`src/rtl/irq_pkg.sv`:
```
package irq_pkg;
  typedef enum logic [1:0] {
    STK_IDLE = 2'd0,
    STK_PUSH = 2'd1,
    STK_POP  = 2'd2
  } stk_op_e;
endpackage

```
`src/rtl/irq_src_ctrl.sv`:
```
module irq_src_ctrl #(
  parameter int N_SRC = 10
) (
  input  logic             clk,
  input  logic             rst_n,
  input  logic [N_SRC-1:0] irq_raw,
  input  logic             gbl_ena,
  input  logic             gbl_dis,
  input  logic             mask_we,
  input  logic [N_SRC-1:0] mask_wdata,
  input  logic             restore_en,
  input  logic [N_SRC-1:0] restore_mask,
  input  logic             frc_we,
  input  logic [N_SRC-1:0] frc_set,
  input  logic [N_SRC-1:0] frc_clr,
  input  logic [N_SRC-1:0] ack_oh,
  output logic [N_SRC-1:0] mask_o,
  output logic [N_SRC-1:0] elig_o
);
  logic             gie_q, gie_d, gie_en;
  logic [N_SRC-1:0] mask_q, mask_d;
  logic             mask_en;
  logic [N_SRC-1:0] pend_q, pend_d;
  logic [N_SRC-1:0] set_v, clr_v;

  // global enable: disable dominates
  always_comb begin
    gie_en = gbl_ena | gbl_dis;
    gie_d  = gbl_dis ? 1'b0 : 1'b1;
  end

  // mask: restore from stack dominates a write
  always_comb begin
    mask_en = restore_en | mask_we;
    mask_d  = restore_en ? restore_mask : mask_wdata;
  end

  always_comb begin
    set_v = irq_raw | (frc_we ? frc_set : '0);
    clr_v = ack_oh  | (frc_we ? frc_clr : '0);
  end

  for (genvar i = 0; i < N_SRC; i++) begin : g_pend
    always_comb pend_d[i] = (pend_q[i] | set_v[i]) & ~clr_v[i];
  end

  always_ff @(posedge clk or negedge rst_n) begin
    if (!rst_n) begin
      gie_q  <= 1'b1;
      mask_q <= '0;
      pend_q <= '0;
    end else begin
      if (gie_en)  gie_q  <= gie_d;
      if (mask_en) mask_q <= mask_d;
      pend_q <= pend_d;
    end
  end

  assign mask_o = mask_q;
  assign elig_o = pend_q & mask_q & {N_SRC{gie_q}};

  AST_GDIS_QUIET: assert property (@(posedge clk) disable iff (!rst_n)
    !gie_q |-> (elig_o == '0));
  AST_DIS_KEEPS_MASK: assert property (@(posedge clk) disable iff (!rst_n)
    (gbl_dis && !mask_we && !restore_en) |=> $stable(mask_q));
  AST_CLR_WINS: assert property (@(posedge clk) disable iff (!rst_n)
    (frc_we && (frc_clr != '0)) |=> ((pend_q & $past(frc_clr)) == '0));
endmodule

```
`src/rtl/irq_prio_enc.sv`:
```
module irq_prio_enc #(
  parameter int N_SRC = 10,
  parameter int VEC_W = (N_SRC > 1) ? $clog2(N_SRC) : 1
) (
  input  logic             clk,
  input  logic             rst_n,
  input  logic [N_SRC-1:0] elig,
  output logic             req,
  output logic [VEC_W-1:0] vec,
  output logic [N_SRC-1:0] win_oh
);
  // scan from the top so the lowest index is written last and wins
  always_comb begin
    vec = '0;
    for (int i = N_SRC - 1; i >= 0; i--) begin
      if (elig[i]) vec = VEC_W'(i);
    end
  end

  // lowest set bit isolated
  always_comb win_oh = elig & (~elig + N_SRC'(1));
  assign req = |elig;

  AST_VEC_ELIGIBLE: assert property (@(posedge clk) disable iff (!rst_n)
    req |-> elig[vec]);
  AST_ONE_WINNER: assert property (@(posedge clk) disable iff (!rst_n)
    $onehot0(win_oh) && (req == (win_oh != '0)));
endmodule

```
`src/rtl/irq_sts_stack.sv`:
```
module irq_sts_stack
  import irq_pkg::*;
#(
  parameter int DEPTH = 4,
  parameter int ENT_W = 26
) (
  input  logic             clk,
  input  logic             rst_n,
  input  stk_op_e          op,
  input  logic [ENT_W-1:0] push_data,
  output logic [ENT_W-1:0] top_data,
  output logic             pop_ok,
  output logic             empty,
  output logic             full,
  output logic             err
);
  localparam int CW = $clog2(DEPTH + 1);
  localparam int AW = (DEPTH > 1) ? $clog2(DEPTH) : 1;

  logic [ENT_W-1:0] mem [DEPTH];
  logic [CW-1:0]    cnt_q, cnt_d;
  logic             cnt_en;
  logic             err_q, err_d;
  logic             push_ok, bad_op;
  logic [CW-1:0]    cnt_m1;

  always_comb begin
    empty   = (cnt_q == '0);
    full    = (cnt_q == CW'(DEPTH));
    push_ok = (op == STK_PUSH) && !full;
    pop_ok  = (op == STK_POP)  && !empty;
    bad_op  = ((op == STK_PUSH) && full) || ((op == STK_POP) && empty);
    cnt_m1  = cnt_q - CW'(1);
    cnt_en  = push_ok | pop_ok;
    cnt_d   = push_ok ? cnt_q + CW'(1) : cnt_m1;
    err_d   = err_q | bad_op;
  end

  assign top_data = mem[AW'(cnt_m1)];

  always_ff @(posedge clk or negedge rst_n) begin
    if (!rst_n) begin
      cnt_q <= '0;
      err_q <= 1'b0;
    end else begin
      if (cnt_en) cnt_q <= cnt_d;
      err_q <= err_d;
    end
  end

  // storage without reset; only entries below the count are read
  always_ff @(posedge clk) begin
    if (push_ok) mem[AW'(cnt_q)] <= push_data;
  end

  assign err = err_q;

  AST_NO_OVERFLOW: assert property (@(posedge clk) disable iff (!rst_n)
    cnt_q <= CW'(DEPTH));
  AST_FULL_PUSH_IGNORED: assert property (@(posedge clk) disable iff (!rst_n)
    (op == STK_PUSH && full) |=> ($stable(cnt_q) && err_q));
  AST_EMPTY_POP_IGNORED: assert property (@(posedge clk) disable iff (!rst_n)
    (op == STK_POP && empty) |=> ($stable(cnt_q) && err_q));
  AST_ERR_STICKY: assert property (@(posedge clk) disable iff (!rst_n)
    err_q |=> err_q);
endmodule

```
`src/rtl/irq_gate_sts.sv`:
```
module irq_gate_sts
  import irq_pkg::*;
#(
  parameter int N_SRC   = 10,
  parameter int DEPTH   = 4,
  parameter int MODE_W  = 8,
  parameter int ARITH_W = 8,
  parameter int VEC_W   = (N_SRC > 1) ? $clog2(N_SRC) : 1
) (
  input  logic               clk,
  input  logic               rst_n,
  input  logic [N_SRC-1:0]   irq_raw,
  input  logic               gbl_ena,
  input  logic               gbl_dis,
  input  logic               mask_we,
  input  logic [N_SRC-1:0]   mask_wdata,
  input  logic               frc_we,
  input  logic [N_SRC-1:0]   frc_set,
  input  logic [N_SRC-1:0]   frc_clr,
  input  logic               mode_we,
  input  logic [MODE_W-1:0]  mode_wdata,
  input  logic               arith_we,
  input  logic [ARITH_W-1:0] arith_wdata,
  input  logic               svc_ack,
  input  logic               rti,
  input  logic               push_sts,
  input  logic               pop_sts,
  output logic               irq_req,
  output logic [VEC_W-1:0]   irq_vec,
  output logic [N_SRC-1:0]   mask_o,
  output logic [MODE_W-1:0]  mode_o,
  output logic [ARITH_W-1:0] arith_o,
  output logic               stk_empty,
  output logic               stk_full,
  output logic               stk_err
);
  localparam int ENT_W = N_SRC + MODE_W + ARITH_W;

  logic [N_SRC-1:0]   elig, win_oh, ack_oh;
  logic               svc_take, restore_en;
  stk_op_e            op;
  logic [ENT_W-1:0]   push_data, top_data;
  logic               pop_ok;
  logic [N_SRC-1:0]   rst_mask;
  logic [MODE_W-1:0]  rst_mode, mode_q, mode_d;
  logic [ARITH_W-1:0] rst_arith, arith_q, arith_d;
  logic               mode_en, arith_en;

  // one stack operation per cycle
  always_comb begin
    svc_take = svc_ack & irq_req;
    if (svc_take)            op = STK_PUSH;
    else if (rti | pop_sts)  op = STK_POP;
    else if (push_sts)       op = STK_PUSH;
    else                     op = STK_IDLE;
    ack_oh = svc_take ? win_oh : '0;
  end

  assign push_data  = {mask_o, mode_q, arith_q};
  assign {rst_mask, rst_mode, rst_arith} = top_data;
  assign restore_en = pop_ok;

  irq_src_ctrl #(.N_SRC(N_SRC)) u_src (
    .clk          (clk),
    .rst_n        (rst_n),
    .irq_raw      (irq_raw),
    .gbl_ena      (gbl_ena),
    .gbl_dis      (gbl_dis),
    .mask_we      (mask_we),
    .mask_wdata   (mask_wdata),
    .restore_en   (restore_en),
    .restore_mask (rst_mask),
    .frc_we       (frc_we),
    .frc_set      (frc_set),
    .frc_clr      (frc_clr),
    .ack_oh       (ack_oh),
    .mask_o       (mask_o),
    .elig_o       (elig)
  );

  irq_prio_enc #(.N_SRC(N_SRC), .VEC_W(VEC_W)) u_prio (
    .clk    (clk),
    .rst_n  (rst_n),
    .elig   (elig),
    .req    (irq_req),
    .vec    (irq_vec),
    .win_oh (win_oh)
  );

  irq_sts_stack #(.DEPTH(DEPTH), .ENT_W(ENT_W)) u_stk (
    .clk       (clk),
    .rst_n     (rst_n),
    .op        (op),
    .push_data (push_data),
    .top_data  (top_data),
    .pop_ok    (pop_ok),
    .empty     (stk_empty),
    .full      (stk_full),
    .err       (stk_err)
  );

  // mode and arithmetic words: restore dominates a write
  always_comb begin
    mode_en  = restore_en | mode_we;
    mode_d   = restore_en ? rst_mode : mode_wdata;
    arith_en = restore_en | arith_we;
    arith_d  = restore_en ? rst_arith : arith_wdata;
  end

  always_ff @(posedge clk or negedge rst_n) begin
    if (!rst_n) begin
      mode_q  <= '0;
      arith_q <= '0;
    end else begin
      if (mode_en)  mode_q  <= mode_d;
      if (arith_en) arith_q <= arith_d;
    end
  end

  assign mode_o  = mode_q;
  assign arith_o = arith_q;

  AST_ACK_PUSHES: assert property (@(posedge clk) disable iff (!rst_n)
    (svc_ack && irq_req && !stk_full) |=> !stk_empty);
  AST_IDLE_ACK: assert property (@(posedge clk) disable iff (!rst_n)
    (svc_ack && !irq_req && !rti && !pop_sts && !push_sts) |=> ($stable(stk_empty) && $stable(stk_full)));
  AST_RESTORE_WINS: assert property (@(posedge clk) disable iff (!rst_n)
    (restore_en && mode_we) |=> (mode_q == $past(rst_mode)));
endmodule

```
`config.mk`:
```
export PLATFORM = sky130hd
export DESIGN_NAME = irq_gate_sts
export DESIGN_NICKNAME = d
export VERILOG_FILES = /design/src/rtl/irq_pkg.sv /design/src/rtl/irq_src_ctrl.sv /design/src/rtl/irq_prio_enc.sv /design/src/rtl/irq_sts_stack.sv /design/src/rtl/irq_gate_sts.sv
export SDC_FILE = /design/constraint.sdc
export NUM_CORES = 1
export LEC_CHECK = 0
export BUFFER_PORTS_ARGS = -buffer_cell sky130_fd_sc_hd__buf_2
export CAP_MARGIN = 0
export CORE_UTILIZATION = 40
export CTS_CLUSTER_SIZE = 16
export DETAILED_ROUTE_END_ITERATION = 10
export PLACE_DENSITY_LB_ADDON = 0.3
export SYNTH_ARGS = -nofsm -noshare
export SYNTH_HDL_FRONTEND = slang
export SYNTH_HIERARCHICAL = 1
export SYNTH_SLANG_ARGS = --single-unit
```
`constraint.sdc`:
```
create_clock -name clk -period 3.1 [get_ports clk]
set_clock_uncertainty 0.15 [all_clocks]
set_input_delay 0.155 -clock clk [delete_from_list [all_inputs] [get_ports clk]]
set_output_delay 0.155 -clock clk [all_outputs]
set_load 0.02 [all_outputs]
```
=== Word level (Yosys, flattened, before mapping) ===
Memories as Yosys holds them, arrays and structs flattened.
Index checks and enable logic that the tools add are counted.

* Flip-flop bits (word level): 41
* Latch bits: 0
* Memory bits (writable): 104
* ROM bits: 0
* Input port bits: 68
* Word-level logic and storage cells: 90
* Memories kept: 1

* Add/subtract/negate cells: 3
* Multipliers: 0
* Divide/modulo/power cells: 0
* Magnitude comparators: 0
* Equal/unequal tests: 3
* Shift-type cells: 0
* Muxes and demuxes: 23
* Bitwise gates (word level): 44
* Reduce and logical (&&, ||, !) cells: 9

{| class="wikitable"
|+ Memories
! name !! words !! bits a word !! read ports !! clocked after Yosys merged registers in !! write ports !! RTL line !! RTL
|-
| u_stk.mem || 4 || 26 || 1 || 0 || 1 || irq_sts_stack.sv:20 || <nowiki>logic [ENT_W-1:0] mem [DEPTH];</nowiki>
|}

{| class="wikitable"
|+ Operators by type and width
! cell !! number
|-
| 10-bit two-way mux || 4
|-
| 4-bit two-way mux || 10
|-
| 10-bit bitwise AND || 3
|-
| 10-bit OR || 2
|-
| 1-bit OR || 17
|-
| 8-bit two-way mux || 2
|-
| 1-bit bitwise AND || 11
|-
| 10-bit by 1-bit adder with 10-bit output, second input constant || 1
|-
| 1-bit NOT || 10
|-
| 10-bit NOT || 1
|-
| 10-bit OR reduction || 1
|-
| 1-bit logical AND || 4
|-
| 1-bit two-way mux || 4
|-
| 2-bit two-way mux || 2
|-
| 3-bit by 1-bit adder with 3-bit output, second input constant || 1
|-
| 3-bit equality test, second input constant || 1
|-
| 3-bit zero test || 1
|-
| 3-bit two-way mux || 1
|-
| 3-bit by 1-bit subtractor with 3-bit output, second input constant || 1
|-
| 2-bit by 1-bit equality test with 1-bit output, second input constant || 1
|-
| 2-bit equality test, second input constant || 1
|-
| 1-bit zero test || 2
|-
| 1-bit logical OR || 1
|}

=== Logic depth before layout (Yosys ltp) ===
Gate-level depths: netlist (run 1).

* Word-level depth: 12
* Mapped depth: 11
* Depth with buffers taken out: 9

=== By module ===
The synthesis (run 1) kept the hierarchy.

{| class="wikitable"
|+ Modules (own cells, without submodules)
! module !! times used !! cells an instance !! area each (µm²) !! seq. area each (µm²)
|-
| irq_sts_stack || 1 || 169 || 4126.5 || 3223.1
|-
| irq_src_ctrl || 1 || 89 || 1076.0 || 526.8
|-
| irq_gate_sts || 1 || 84 || 832.0 || 400.4
|-
| irq_prio_enc || 1 || 30 || 186.4 || 0.0
|}

=== Least setup slack after synthesis (run 1) ===
No wires, ideal clock.

* Path kind: register -> register
* Start: register u_src.mask_q[3], in the netlist u_src/mask_o[3]
* End: register u_stk.cnt_q[2]
* Arrival time: 3165 ps
* Data required time: 2873 ps
* Slack: -292 ps
* Stages on the path, launching flop included: 11
* Buffers on the path: 1
* Period minus slack after synthesis: 3392 ps
* Cell sequence: dfrtp_1 -> and3_1 -> or4_4 -> nor3_4 -> nand3_1 -> buf_2 -> a21oi_1 -> nor2b_4 -> and3_1 -> a22o_1 -> a21oi_1

* Cells in the longest elaborated chain, start to end: 8

{| class="wikitable"
|+ Ends and longest elaborated chain
! element !! RTL line !! RTL
|-
| start, declared || irq_src_ctrl.sv:21 || <nowiki>logic [N_SRC-1:0] mask_q, mask_d;</nowiki>
|-
| start signal, assigned || irq_src_ctrl.sv:54 || <nowiki>if (mask_en) mask_q <= mask_d;</nowiki>
|-
| 10-bit bitwise AND * (2 in a row) || irq_src_ctrl.sv:60 || <nowiki>assign elig_o = pend_q & mask_q & {N_SRC{gie_q}};</nowiki>
|-
| net elig[3] || irq_gate_sts.sv:39 || <nowiki>logic [N_SRC-1:0] elig, win_oh, ack_oh;</nowiki>
|-
| 10-bit OR reduction * || irq_prio_enc.sv:22 || <nowiki>assign req = |elig;</nowiki>
|-
| net irq_req || irq_gate_sts.sv:28 || <nowiki>output logic irq_req,</nowiki>
|-
| 1-bit bitwise AND * || irq_gate_sts.sv:51 || <nowiki>svc_take = svc_ack & irq_req;</nowiki>
|-
| 2-bit two-way mux * || irq_gate_sts.sv:52 || <nowiki>if (svc_take) op = STK_PUSH;</nowiki>
|-
| net op[1] || irq_gate_sts.sv:41 || <nowiki>stk_op_e op;</nowiki>
|-
| 2-bit by 1-bit equality test with 1-bit output or 2-bit equality test (tied branches) || irq_sts_stack.sv:30, irq_sts_stack.sv:31 ||
|-
| 1-bit logical AND, on equally long branches || irq_sts_stack.sv:30, irq_sts_stack.sv:31 ||
|-
| 3-bit two-way mux or 1-bit OR (tied branches) || irq_sts_stack.sv:35, irq_sts_stack.sv:34 ||
|-
| end signal, assigned || irq_sts_stack.sv:46 || <nowiki>if (cnt_en) cnt_q <= cnt_d;</nowiki>
|-
| end, declared || irq_sts_stack.sv:21 || <nowiki>logic [CW-1:0] cnt_q, cnt_d;</nowiki>
|}

The timed path passes the listed nets; every way through them passes the cells marked *.
A chain may end at the register's enable or synchronous reset.

=== Worst setup path after layout (run 1) ===
* Start: register u_src.mask_q[3], in the netlist u_src/mask_o[3]
* End: memory u_stk.mem[2][8], enable pin

* Cells in the longest elaborated chain, start to end: 9

{| class="wikitable"
|+ Ends and longest elaborated chain
! element !! RTL line !! RTL
|-
| 10-bit bitwise AND (2 in a row) || irq_src_ctrl.sv:60 ||
|-
| net elig[3] || irq_gate_sts.sv:39 ||
|-
| 10-bit OR reduction || irq_prio_enc.sv:22 ||
|-
| 1-bit bitwise AND || irq_gate_sts.sv:51 ||
|-
| 2-bit two-way mux || irq_gate_sts.sv:52 ||
|-
| net op[1] || irq_gate_sts.sv:41 ||
|-
| 2-bit by 1-bit equality test with 1-bit output || irq_sts_stack.sv:30 || <nowiki>push_ok = (op == STK_PUSH) && !full;</nowiki>
|-
| 1-bit logical AND || irq_sts_stack.sv:30 ||
|-
| 1-bit two-way mux || irq_sts_stack.sv:53 || <nowiki>if (push_ok) mem[AW'(cnt_q)] <= push_data;</nowiki>
|-
| 1-bit two-way mux (not written as such) || irq_sts_stack.sv:53 ||
|-
| end, declared || irq_sts_stack.sv:20 ||
|}

The timed path passes the listed nets, and every way through them passes these cells.

==> results of run 1 <==
area by class of cell:
class | instances | area, um2 | area share
clock buffers | 27 | 503 | 0.0624
clock inverters | 5 | 52.6 | 0.00652
inverters | 5 | 18.8 | 0.00233
multi-input cells | 202 | 1920 | 0.238
flip-flops and latches | 145 | 4150 | 0.515
well taps | 188 | 235 | 0.0292
repair buffers | 166 | 1180 | 0.146
per-stage QoR:
| stage | std cells | hold WS, ns | util | area (um2) | worst slack, ns |
|---|---|---|---|---|---|
| final | 738 | 0.0553 | 0.530 | 8060 | 0.136 |
| after detailed placement | 656 | 0.129 | 0.459 | 6980 | 0.0955 |
| after global placement | 656 | 0.133 | 0.459 | 6980 | 0.165 |
| after CTS | 737 | 0.0426 | 0.528 | 8030 | 0.0827 |
| after floorplan | 372 | -0.291 | - | 6240 | 0.0113 |
| after global routing | 738 | 0.0589 | 0.530 | 8060 | -0.0142 |
cell usage in the layout, fill, tap and decap left out, types with 2 or more instances in the layout:
cell type,n
dfrtp_1,39
nor2_1,11
a22o_1,2
clkinv_2,3
a211oi_2,20
clkbuf_1,6
inv_1,5
dlygate4sd3_1,49
buf_2,101
buf_4,11
a211oi_1,2
buf_12,5
o21ai_0,2
ha_1,6
mux4_1,7
and2_1,2
a21oi_1,3
nand2_1,29
clkbuf_16,17
clkbuf_8,4
and3_1,23
mux2i_1,27
o21ai_1,25
edfxtp_1,104
nor2b_1,2
mux4_2,19
and3_4,3
sequential cells by signal, indices dropped and copies added (netlist names):
signal and cells:
arith_o 8, u_stk/cnt_q 3, u_stk/mem 104, u_stk/err 1, u_src/mask_o 10, u_src/pend_q 10
mode_o 8, u_src/gie_q 1
path summary, 6_finish.rpt:
kind / cells after the start / slack, ns / endpoint
setup / recovery: 8 / 0.14 / u_stk/mem[2][8]$_DFFE_PP_
hold / removal: 3 / 0.06 / arith_o[2]$_DFFE_PN0P_
setup reg to reg: 8 / 0.14 / u_stk/mem[2][8]$_DFFE_PP_
hold reg to reg: 1 / 0.33 / u_stk/err$_DFF_PN0_
max in group asynchronous: 2 / 1.77 / u_stk/cnt_q[0]$_DFFE_PN0P_
min in group asynchronous: 2 / 0.32 / u_src/pend_q[9]$_DFF_PN0_
critical path, delay by kind of cell (launching register included):
family                 cells  cell delay, ns
and+or+nand+nor            6            1.58
AOI/OAI and AO/OA          1            0.33
DFF                        1            0.44
buffers and inverters      1            0.20
kinds of logic after synthesis:
logic type	synth area share
flops	0.667
simple gates	0.0724
compound gates	0.0760
mux	0.142
buf+inv	0.0292
fa+ha+maj	0.0121
xor+xnor	0.00141
synth_stat cells, types with 2 or more instances:
master    instances
nand3_1           2
a22o_1            2
o21ai_1          25
buf_6             5
and2_1            2
nand2_1          29
buf_2            10
a21oi_1           3
mux4_1            7
a211oi_1          2
buf_12            2
dfrtp_1          40
o21ai_0           2
edfxtp_1        104
mux4_2           19
a211oi_2         20
and3_1           27
ha_1              6
nor2_1           11
inv_1             5
mux2i_1          27
nor2b_1           2
routing by layer:
layer  part of all wire  wire, um  vias to the layer above
li1                   -         -                     1791
met5                  0         0                        -
met3              0.053       690                        7
met2               0.47      6160                      122
met4             0.0046        60                        0
met1               0.47      6110                     1857
timing repair:
| action | 4_1_cts | 5_1_grt |
|---|---|---|
| resized for setup | 0 | 2 |
| hold buffers | 49 | 0 |
| endpoints found under the setup margin | 0 | 78 |
| endpoints found under the hold margin | 77 | 0 |
| setup buffers | 0 | 1 |
power by group:
group | internal [mW] | leakage [nW] | switching, mW
Combinational | 1.10 | 1.53 | 1.33
Sequential | 2.70 | 1.42 | 0.324
Clock | 1.19 | 0.271 | 0.716
==> flow_metrics.env, run 1 <==
export IMPL_cts_htree_levels=4
export IMPL_grtUsageMet2=0.276
export IMPL_vias=3777
export IMPL_worst_slew_pin_transition_ns=1.07
export IMPL_min_delay_start="arith_we"
export IMPL_crit_path_cell_trace="and3_1, or4_4, nor3_4, nand3_2, a21oi_1, nor2b_4, and3_2, buf_12"
export IMPL_first_global_vias=3915
export IMPL_rows=45
export IMPL_top_ports=102
export IMPL_start_kind="register"
export IMPL_synth_yosys_seq_area_share=0.667
export IMPL_slew_headroom=0.289
export IMPL_period_needed_ns=2.96
export IMPL_setup_violations=0
export IMPL_cts_num_sinks=145
export IMPL_fp_dieArea_um2=16100
export IMPL_post_synth_instance_area_um2=6220
export IMPL_reg2reg_from="u_src/mask_o[3]$_DFFE_PN0P_"
export IMPL_drv_max_cap_violation_count=0
export IMPL_route_detailed_vias_per_inst=5.12
export IMPL_grt_pass1_wl_mm=20.5
export IMPL_layout_worst_path_cycle_share=0.956
export IMPL_grt_busiest_layer="met2"
export IMPL_cp_end_kind="register"
export IMPL_flow_area_growth_from_synthesis_pct=29.5
export IMPL_result_of_the_run="complete, no violations"
export IMPL_maximum_achievable_frequency_mhz=337
export IMPL_placeableCoreArea_um2=15200
export IMPL_post_synth_top_area_fraction=0.502
export IMPL_critical_path_required_ns=3.11
export IMPL_insertion_delay_ns=0.42
export IMPL_grt_antenna_before_repair=0
export IMPL_timing_setup_tns_ns=0
export IMPL_initial_core_util=0.409
export IMPL_antenna_diode_count=0
export IMPL_ys_warn_count=6
export IMPL_grtUsageTotal=0.173
export IMPL_cp_slowest_cell="or4_4"
export IMPL_syn_inst=372
export IMPL_dp_hpwl_mm=8.01
export IMPL_net_count_final=611
export IMPL_buffer_cell_driving_the_clock_tree_root="clkbuf_16"
export IMPL_power_total_mw=7.36
export IMPL_drt_pass1_iterations=4
export IMPL_critPathMaxFanout=20
export IMPL_layout_filler_cells=1260
export IMPL_synth_enable_flop_cells=104
export IMPL_yosys_most_used_dff="edfxtp_1"
export IMPL_cts_inserted_buffers=17
export IMPL_synth_area_leaders="edfxtp_1 (50%), dfrtp_1 (16%), mux4_2 (6.9%), mux2i_1 (4.3%), a211oi_2 (4.0%)"
export IMPL_globalplace_congestion=0.771
export IMPL_syn_num_nets=446
export IMPL_detail_route_drc_violations=0
export IMPL_final_layout_size_suffix_gt1_frac=0.353
export IMPL_crit_path_max_incr_delay_ns=0.57
export IMPL_grtUsageMet3=0.0447
export IMPL_grt_overflow_total=0
export IMPL_maximum_number_of_pins_on_one_net_before_global_route_repair=42
export IMPL_postSynthAreaPerCell_um2=16.7
export IMPL_ant_nets=0
export IMPL_power_static_leakage_nw=3.22
export IMPL_use_met1=0.227
export IMPL_slew_viols_final=0
export IMPL_ir_worst_vdd_mv=0.460
export IMPL_worst_ep_arrival_time_ns=2.98
export IMPL_clk_pin_slew_ns=0.06
export IMPL_cts_tree="done"
export IMPL_fp_dieW_um=127
export IMPL_worstHoldPathType="primary input to register"
export IMPL_port_buffer_count=101
export IMPL_timing_worst_setup_path_type="register to register"
export IMPL_power_density_nw_per_um2=913
export IMPL_worst_setup_path_startpoint="u_src/mask_o[3]$_DFFE_PN0P_"
export IMPL_synth_async_sr_flop_share=0.283
export IMPL_post_drt_wl_per_cell_um=17.7
export IMPL_synth_lib_cells_used_distinct=42
export IMPL_finalHoldViolations=0
export IMPL_dr_first_iter_drc_count=287
export IMPL_buffers_from_clock_root_to_sink_at_most=2
export IMPL_routed_wirelength_mm=13.0
export IMPL_register_bit_count_reported_by_yosys=145
export IMPL_die_h_um=127
export IMPL_yosysTopAreaCell="edfxtp_1"
No activity file was read; power rests on OpenSTA's default activity.
==> run 2, diff against run 1 <==
- clock period: 3.1 -> 3.5 ns (I/O delays scaled with it)
==> run 2 against run 1 <==
  * Global-route usage up 0.37 points
  * Maximum frequency fell by 5.5%
  * Register-to-register slack improved by 0.23 ns
  * Utilization decreased by 0.67 points
  * Routed wire length is 0.67% lower
  * Setup slack improved by 0.23 ns
  * Sequential share of layout area is 0.66 points higher
==> flow_metrics.env, run 2 (same netlist as run 1, synthesis figures left out) <==
export IMPL_layout_setup_ws_ns=0.364
export IMPL_top_ports=102
export IMPL_path_delay_family="simple AND/OR/NAND/NOR gates"
export IMPL_grtUsageTotal=0.176
export IMPL_cts_inserted_buffers=17
export IMPL_slew_headroom=0.580
export IMPL_grt_pass1_wl_mm=20.9
export IMPL_power_density_nw_per_um2=806
export IMPL_buffer_cell_driving_the_clock_tree_root="clkbuf_16"
export IMPL_antenna_diode_count=0
export IMPL_hold_worst_slack_ns=0.0688
export IMPL_layout_worst_path_cycle_share=0.896
export IMPL_insertion_delay_ns=0.41
export IMPL_largest_register_ff_count=104
export IMPL_crit_path_cell_trace="and3_1, or4_4, nor3_4, nand3_1, a22o_1, nor2b_4, and3_1, buf_4, a22o_1, a21oi_1"
export IMPL_dr_first_iter_drc_count=302
export IMPL_post_cts_setup_buffers=0
export IMPL_power_total_mw=6.41
export IMPL_fp_dieArea_um2=16100
export IMPL_die_h_um=127
export IMPL_start_kind="register"
export IMPL_post_drt_wl_per_cell_um=17.6
export IMPL_rows=45
export IMPL_first_global_vias=3969
export IMPL_period_needed_ns=3.14
export IMPL_net_count_final=607
export IMPL_power_static_leakage_nw=3.18
export IMPL_drv_max_cap_violation_count=0
export IMPL_final_instance_count_excl_fill=734
export IMPL_grt_setup_unrepaired="false"
export IMPL_vias=3741
export IMPL_worst_slew_pin_transition_ns=0.625
export IMPL_route_detailed_vias_per_inst=5.10
export IMPL_port_buffer_count=101
export IMPL_crit_path_max_incr_delay_ns=0.58
export IMPL_finalHoldViolations=0
export IMPL_timing_worst_setup_path_type="register to register"
export IMPL_ir_worst_vdd_mv=0.411
export IMPL_post_cts_hold_buffers=49
export IMPL_timing_setup_tns_ns=0
export IMPL_drt_pass1_iterations=4
export IMPL_cts_htree_levels=4
export IMPL_post_cts_resize_count=0
export IMPL_fp_dieW_um=127
export IMPL_mostFrequentLayoutCells="edfxtp_1 (104), buf_2 (101), dlygate4sd3_1 (49)"
export IMPL_most_common_library_cell_in_the_layout_ignoring_fill_and_taps="edfxtp_1"
export IMPL_critical_path_buf_inv_count=1
export IMPL_maximum_number_of_pins_on_one_net_before_global_route_repair=58
export IMPL_grt_antenna_before_repair=0
export IMPL_placed_cells=653
export IMPL_critPathMaxFanout=11
export IMPL_critical_path_required_ns=3.68
export IMPL_detail_route_drc_violations=0
export IMPL_detailedPlace_worstSlack_ns=0.373
export IMPL_cp_slowest_cell="or4_4"
export IMPL_layout_filler_cells=1271
export IMPL_maximum_achievable_frequency_mhz=319
export IMPL_setup_violations=0
export IMPL_clk_pin_slew_ns=0.05
export IMPL_worstHoldPathType="primary input to asynchronous set/reset pin"
export IMPL_slew_viols_final=0
export IMPL_initial_core_util=0.409
export IMPL_flow_area_growth_from_synthesis_pct=27.9
export IMPL_routed_wirelength_mm=12.9
export IMPL_globalplace_congestion=0.752
export IMPL_dp_hpwl_mm=8.17
export IMPL_cp_end_kind="register"
export IMPL_cts_num_sinks=145
export IMPL_final_layout_size_suffix_gt1_frac=0.339
export IMPL_buffers_from_clock_root_to_sink_at_most=2
export IMPL_cts_tree="done"
export IMPL_result_of_the_run="complete, no violations"
export IMPL_ant_nets=0
export IMPL_most_flops_register="u_stk/mem"
export IMPL_worst_ep_arrival_time_ns=3.32
export IMPL_grt_overflow_total=0
export IMPL_placeableCoreArea_um2=15200
-- run 2: cell count changes in the layout (fill, tap and decap cells not counted), sizes merged --
cell | previous run | this run
buf | 117 | 113
clkinvlp | 1 | 3
clkbuf | 27 | 23
inv | 5 | 7
-- run 2: layout make-up --
type / instances / area, um2 / area share
Timing Repair Buffer: 162 / 1110 / 0.140
Tap cell: 188 / 235 / 0.0296
Clock inverter: 9 / 83.8 / 0.0105
Inverter: 5 / 18.8 / 0.00236
Multi-Input combinational cell: 202 / 1900 / 0.238
Sequential cell: 145 / 4150 / 0.522
Clock buffer: 23 / 458 / 0.0576
-- run 2: per-stage QoR --
| step | area (um2) | util |
|---|---|---|
| finish | 7950 | 0.523 |
| global route | 7950 | 0.523 |
| CTS | 7950 | 0.523 |
| detailed placement | 6920 | 0.455 |
| global placement | 6920 | 0.455 |
| floorplan | 6220 | - |
-- run 2: layer usage --
layer	routed length [um]	up-vias	global-route usage
met5	0	-	0
met4	156	0	0.0588
met3	586	12	0.0506
met2	6190	108	0.287
met1	6010	1827	0.228
li1	-	1794	-
-- run 2: worst paths after layout --
| path | from | end | slack [ns] | depth (start not counted) |
|---|---|---|---|---|
| worst max register to register | u_src/mask_o[3]$_DFFE_PN0P_ | u_stk/cnt_q[2]$_DFFE_PN0P_ | 0.36 | 10 |
| worst min register to register | u_stk/err$_DFF_PN0_ | u_stk/err$_DFF_PN0_ | 0.32 | 1 |
| max in group asynchronous | rst_n | u_stk/cnt_q[0]$_DFFE_PN0P_ | 2.36 | 3 |
| min in group clk | arith_we | arith_o[2]$_DFFE_PN0P_ | 0.08 | 3 |
| worst min-delay path | rst_n | u_src/pend_q[9]$_DFF_PN0_ | 0.07 | 2 |
| worst max-delay path | u_src/mask_o[3]$_DFFE_PN0P_ | u_stk/cnt_q[2]$_DFFE_PN0P_ | 0.36 | 10 |
-- run 2: power breakdown --
part | switching (mW) | internal (mW) | leakage [nW] | total, mW
combinational | 1.12 | 0.903 | 1.50 | 2.02
sequential | 0.336 | 2.39 | 1.42 | 2.73
clock | 0.663 | 0.995 | 0.256 | 1.66
-- run 2: worst reg2reg max path, stage by stage, from the launching register on --
cell     delay, ns
dfrtp_1       0.45
and3_1        0.25
or4_4         0.58
nor3_4        0.18
nand3_1       0.19
a22o_1        0.31
nor2b_4       0.17
and3_1        0.21
buf_4         0.20
a22o_1        0.24
a21oi_1       0.12
==> run 3, diff against run 2 <==
--- a/constraint.sdc
+++ b/constraint.sdc
@@ -4,2 +4,2 @@
 set_output_delay 0.175 -clock clk [all_outputs]
-set_load 0.02 [all_outputs]
+set_load 0.1 [all_outputs]
==> run 3 against run 2 <==
  * Sequential power is essentially flat
  * Global-route usage shrank 0.75 points
  * Setup slack lost 0.050 ns
  * Die area is the same
  * Critical path type unchanged
==> flow_metrics.env, run 3 (same netlist as run 1, synthesis figures left out) <==
export IMPL_cp_slowest_cell="or4_4"
export IMPL_maximum_achievable_frequency_mhz=314
export IMPL_cts_inserted_buffers=17
export IMPL_min_path_cells=3
export IMPL_net_count_final=599
export IMPL_grtUsageTotal=0.169
export IMPL_final_layout_size_suffix_gt1_frac=0.358
export IMPL_drt_pass1_iterations=4
export IMPL_buffers_from_clock_root_to_sink_at_most=2
export IMPL_grt_overflow_total=0
export IMPL_die_h_um=127
export IMPL_power_static_leakage_nw=3.19
export IMPL_r2r_slack_ns=0.31
export IMPL_cp_end_kind="register"
export IMPL_detailedPlace_worstSlack_ns=0.331
export IMPL_placed_cells=645
export IMPL_clk_pin_slew_ns=0.06
export IMPL_flow_area_growth_from_synthesis_pct=29.0
export IMPL_worst_ep_arrival_time_ns=3.11
export IMPL_worst_slew_pin_transition_ns=1.04
export IMPL_grt_setup_unrepaired="false"
export IMPL_first_global_vias=3943
export IMPL_layout_core_utilization=0.528
export IMPL_slew_headroom=0.307
export IMPL_setup_violations=0
export IMPL_antenna_diode_count=0
export IMPL_most_flops_register="u_stk/mem"
export IMPL_r2r_worst_path_cells=7
export IMPL_finalHoldViolations=0
export IMPL_ant_nets=0
export IMPL_cts_num_sinks=145
export IMPL_layout_setup_ws_ns=0.314
export IMPL_post_cts_setup_buffers=0
export IMPL_globalplace_congestion=0.758
export IMPL_layout_filler_cells=1269
export IMPL_drv_max_cap_violation_count=0
export IMPL_port_buffer_count=101
export IMPL_initial_core_util=0.409
export IMPL_critPathMaxFanout=26
export IMPL_insertion_delay_ns=0.41
export IMPL_layout_worst_path_cycle_share=0.910
export IMPL_period_needed_ns=3.19
export IMPL_fp_dieW_um=127
export IMPL_routed_wirelength_mm=12.5
export IMPL_maximum_number_of_pins_on_one_net_before_global_route_repair=58
export IMPL_post_drt_wl_per_cell_um=17.3
export IMPL_largest_register_ff_count=104
export IMPL_top_ports=102
export IMPL_detail_route_drc_violations=0
export IMPL_fp_dieArea_um2=16100
export IMPL_dp_hpwl_mm=7.63
export IMPL_mostFrequentLayoutCells="edfxtp_1 (104), buf_2 (101), dlygate4sd3_1 (49)"
export IMPL_cts_htree_levels=4
export IMPL_crit_path_max_incr_delay_ns=0.57
export IMPL_worstHoldEndpoint="mode_o[5]$_DFFE_PN0P_"
export IMPL_vias=3737
export IMPL_worst_r2r_endpoint="u_stk/mem[0][22]$_DFFE_PP_"
export IMPL_cts_tree="done"
export IMPL_grt_pass1_wl_mm=20.0
export IMPL_slew_viols_final=0
export IMPL_timing_worst_setup_path_type="register to register"
export IMPL_reg2reg_from="u_src/mask_o[2]$_DFFE_PN0P_"
export IMPL_grt_antenna_before_repair=0
export IMPL_dr_first_iter_drc_count=199
export IMPL_rows=45
export IMPL_worstHoldPathType="primary input to register"
export IMPL_power_density_nw_per_um2=977
export IMPL_start_kind="register"
export IMPL_crit_path_cell_trace="and3_1, or4_4, nor3_4, nand3_4, a22o_1, nor2b_4, and3_2"
export IMPL_critical_path_required_ns=3.42
export IMPL_result_of_the_run="complete, no violations"
export IMPL_power_total_mw=7.85
export IMPL_most_common_library_cell_in_the_layout_ignoring_fill_and_taps="edfxtp_1"
export IMPL_min_delay_start="mode_we"
export IMPL_ir_worst_vdd_mv=0.530
export IMPL_route_detailed_vias_per_inst=5.15
export IMPL_final_instance_count_excl_fill=725
export IMPL_buffer_cell_driving_the_clock_tree_root="clkbuf_16"
export IMPL_placeableCoreArea_um2=15200
## run 3: cell type report
type / count / area [um2] / share of cell area
clock buffers: 18 / 429 / 0.0535
clock inverters: 13 / 208 / 0.0259
inverters: 5 / 18.8 / 0.00234
multi-input cells: 202 / 1920 / 0.240
flip-flops and latches: 145 / 4160 / 0.518
well taps: 188 / 235 / 0.0293
repair buffers: 154 / 1050 / 0.131
## run 3: per-layer routing
layer | global-route usage | part of all wire | up-vias
li1 | - | - | 1766
met4 | 0.0679 | 0.014 | 0
met3 | 0.0502 | 0.050 | 17
met2 | 0.278 | 0.48 | 121
met1 | 0.209 | 0.46 | 1833
met5 | 0 | 0 | -
## run 3: through the flow
stage	hold WS [ns]	area [um2]	setup TNS [ns]
CTS	0.0597	8030	0
global placement	0.156	6900	0
detailed placement	0.156	6900	0
global route	0.0613	8030	0
floorplan	-0.271	6270	-0.0884
finish	0.0660	8030	0
## run 3: report_power, final
part / total (mW) / switching, mW / internal, mW
sequential: 2.75 / 0.350 / 2.40
combinational: 3.15 / 2.27 / 0.881
clock: 1.94 / 0.680 / 1.26
total: 7.85 / 3.30 / 4.55
## run 3: critical path: cells and delay by family, from the launching register on
| kind | cells | cell delay [ns] |
|---|---|---|
| AO/OA/AOI/OAI | 1 | 0.31 |
| flip-flops | 1 | 0.50 |
| AND/OR/NAND/NOR | 6 | 1.87 |
## run 3: what timing repair did
item | in CTS | in global routing
hold buffers | 49 | 0
endpoints found under the hold margin | 77 | 0
gates resized for setup | 0 | 0
setup endpoints to repair | 0 | 0
## run 3: worst max path at each step
stage / to / cells after the start / from / slack, ns
floorplan: u_stk/cnt_q[2]$_DFFE_PN0P_ / 10 / u_src/mask_o[1]$_DFFE_PN0P_ / -0.07
global placement: u_stk/mem[2][12]$_DFFE_PP_ / 7 / u_src/mask_o[2]$_DFFE_PN0P_ / 0.43
detailed placement: u_stk/mem[0][13]$_DFFE_PP_ / 7 / u_src/mask_o[2]$_DFFE_PN0P_ / 0.33
CTS: u_stk/mem[0][15]$_DFFE_PP_ / 7 / u_src/mask_o[2]$_DFFE_PN0P_ / 0.32
global route: u_stk/cnt_q[1]$_DFFE_PN0P_ / 9 / u_src/mask_o[2]$_DFFE_PN0P_ / 0.14
finish: u_stk/mem[0][22]$_DFFE_PP_ / 7 / u_src/mask_o[2]$_DFFE_PN0P_ / 0.31
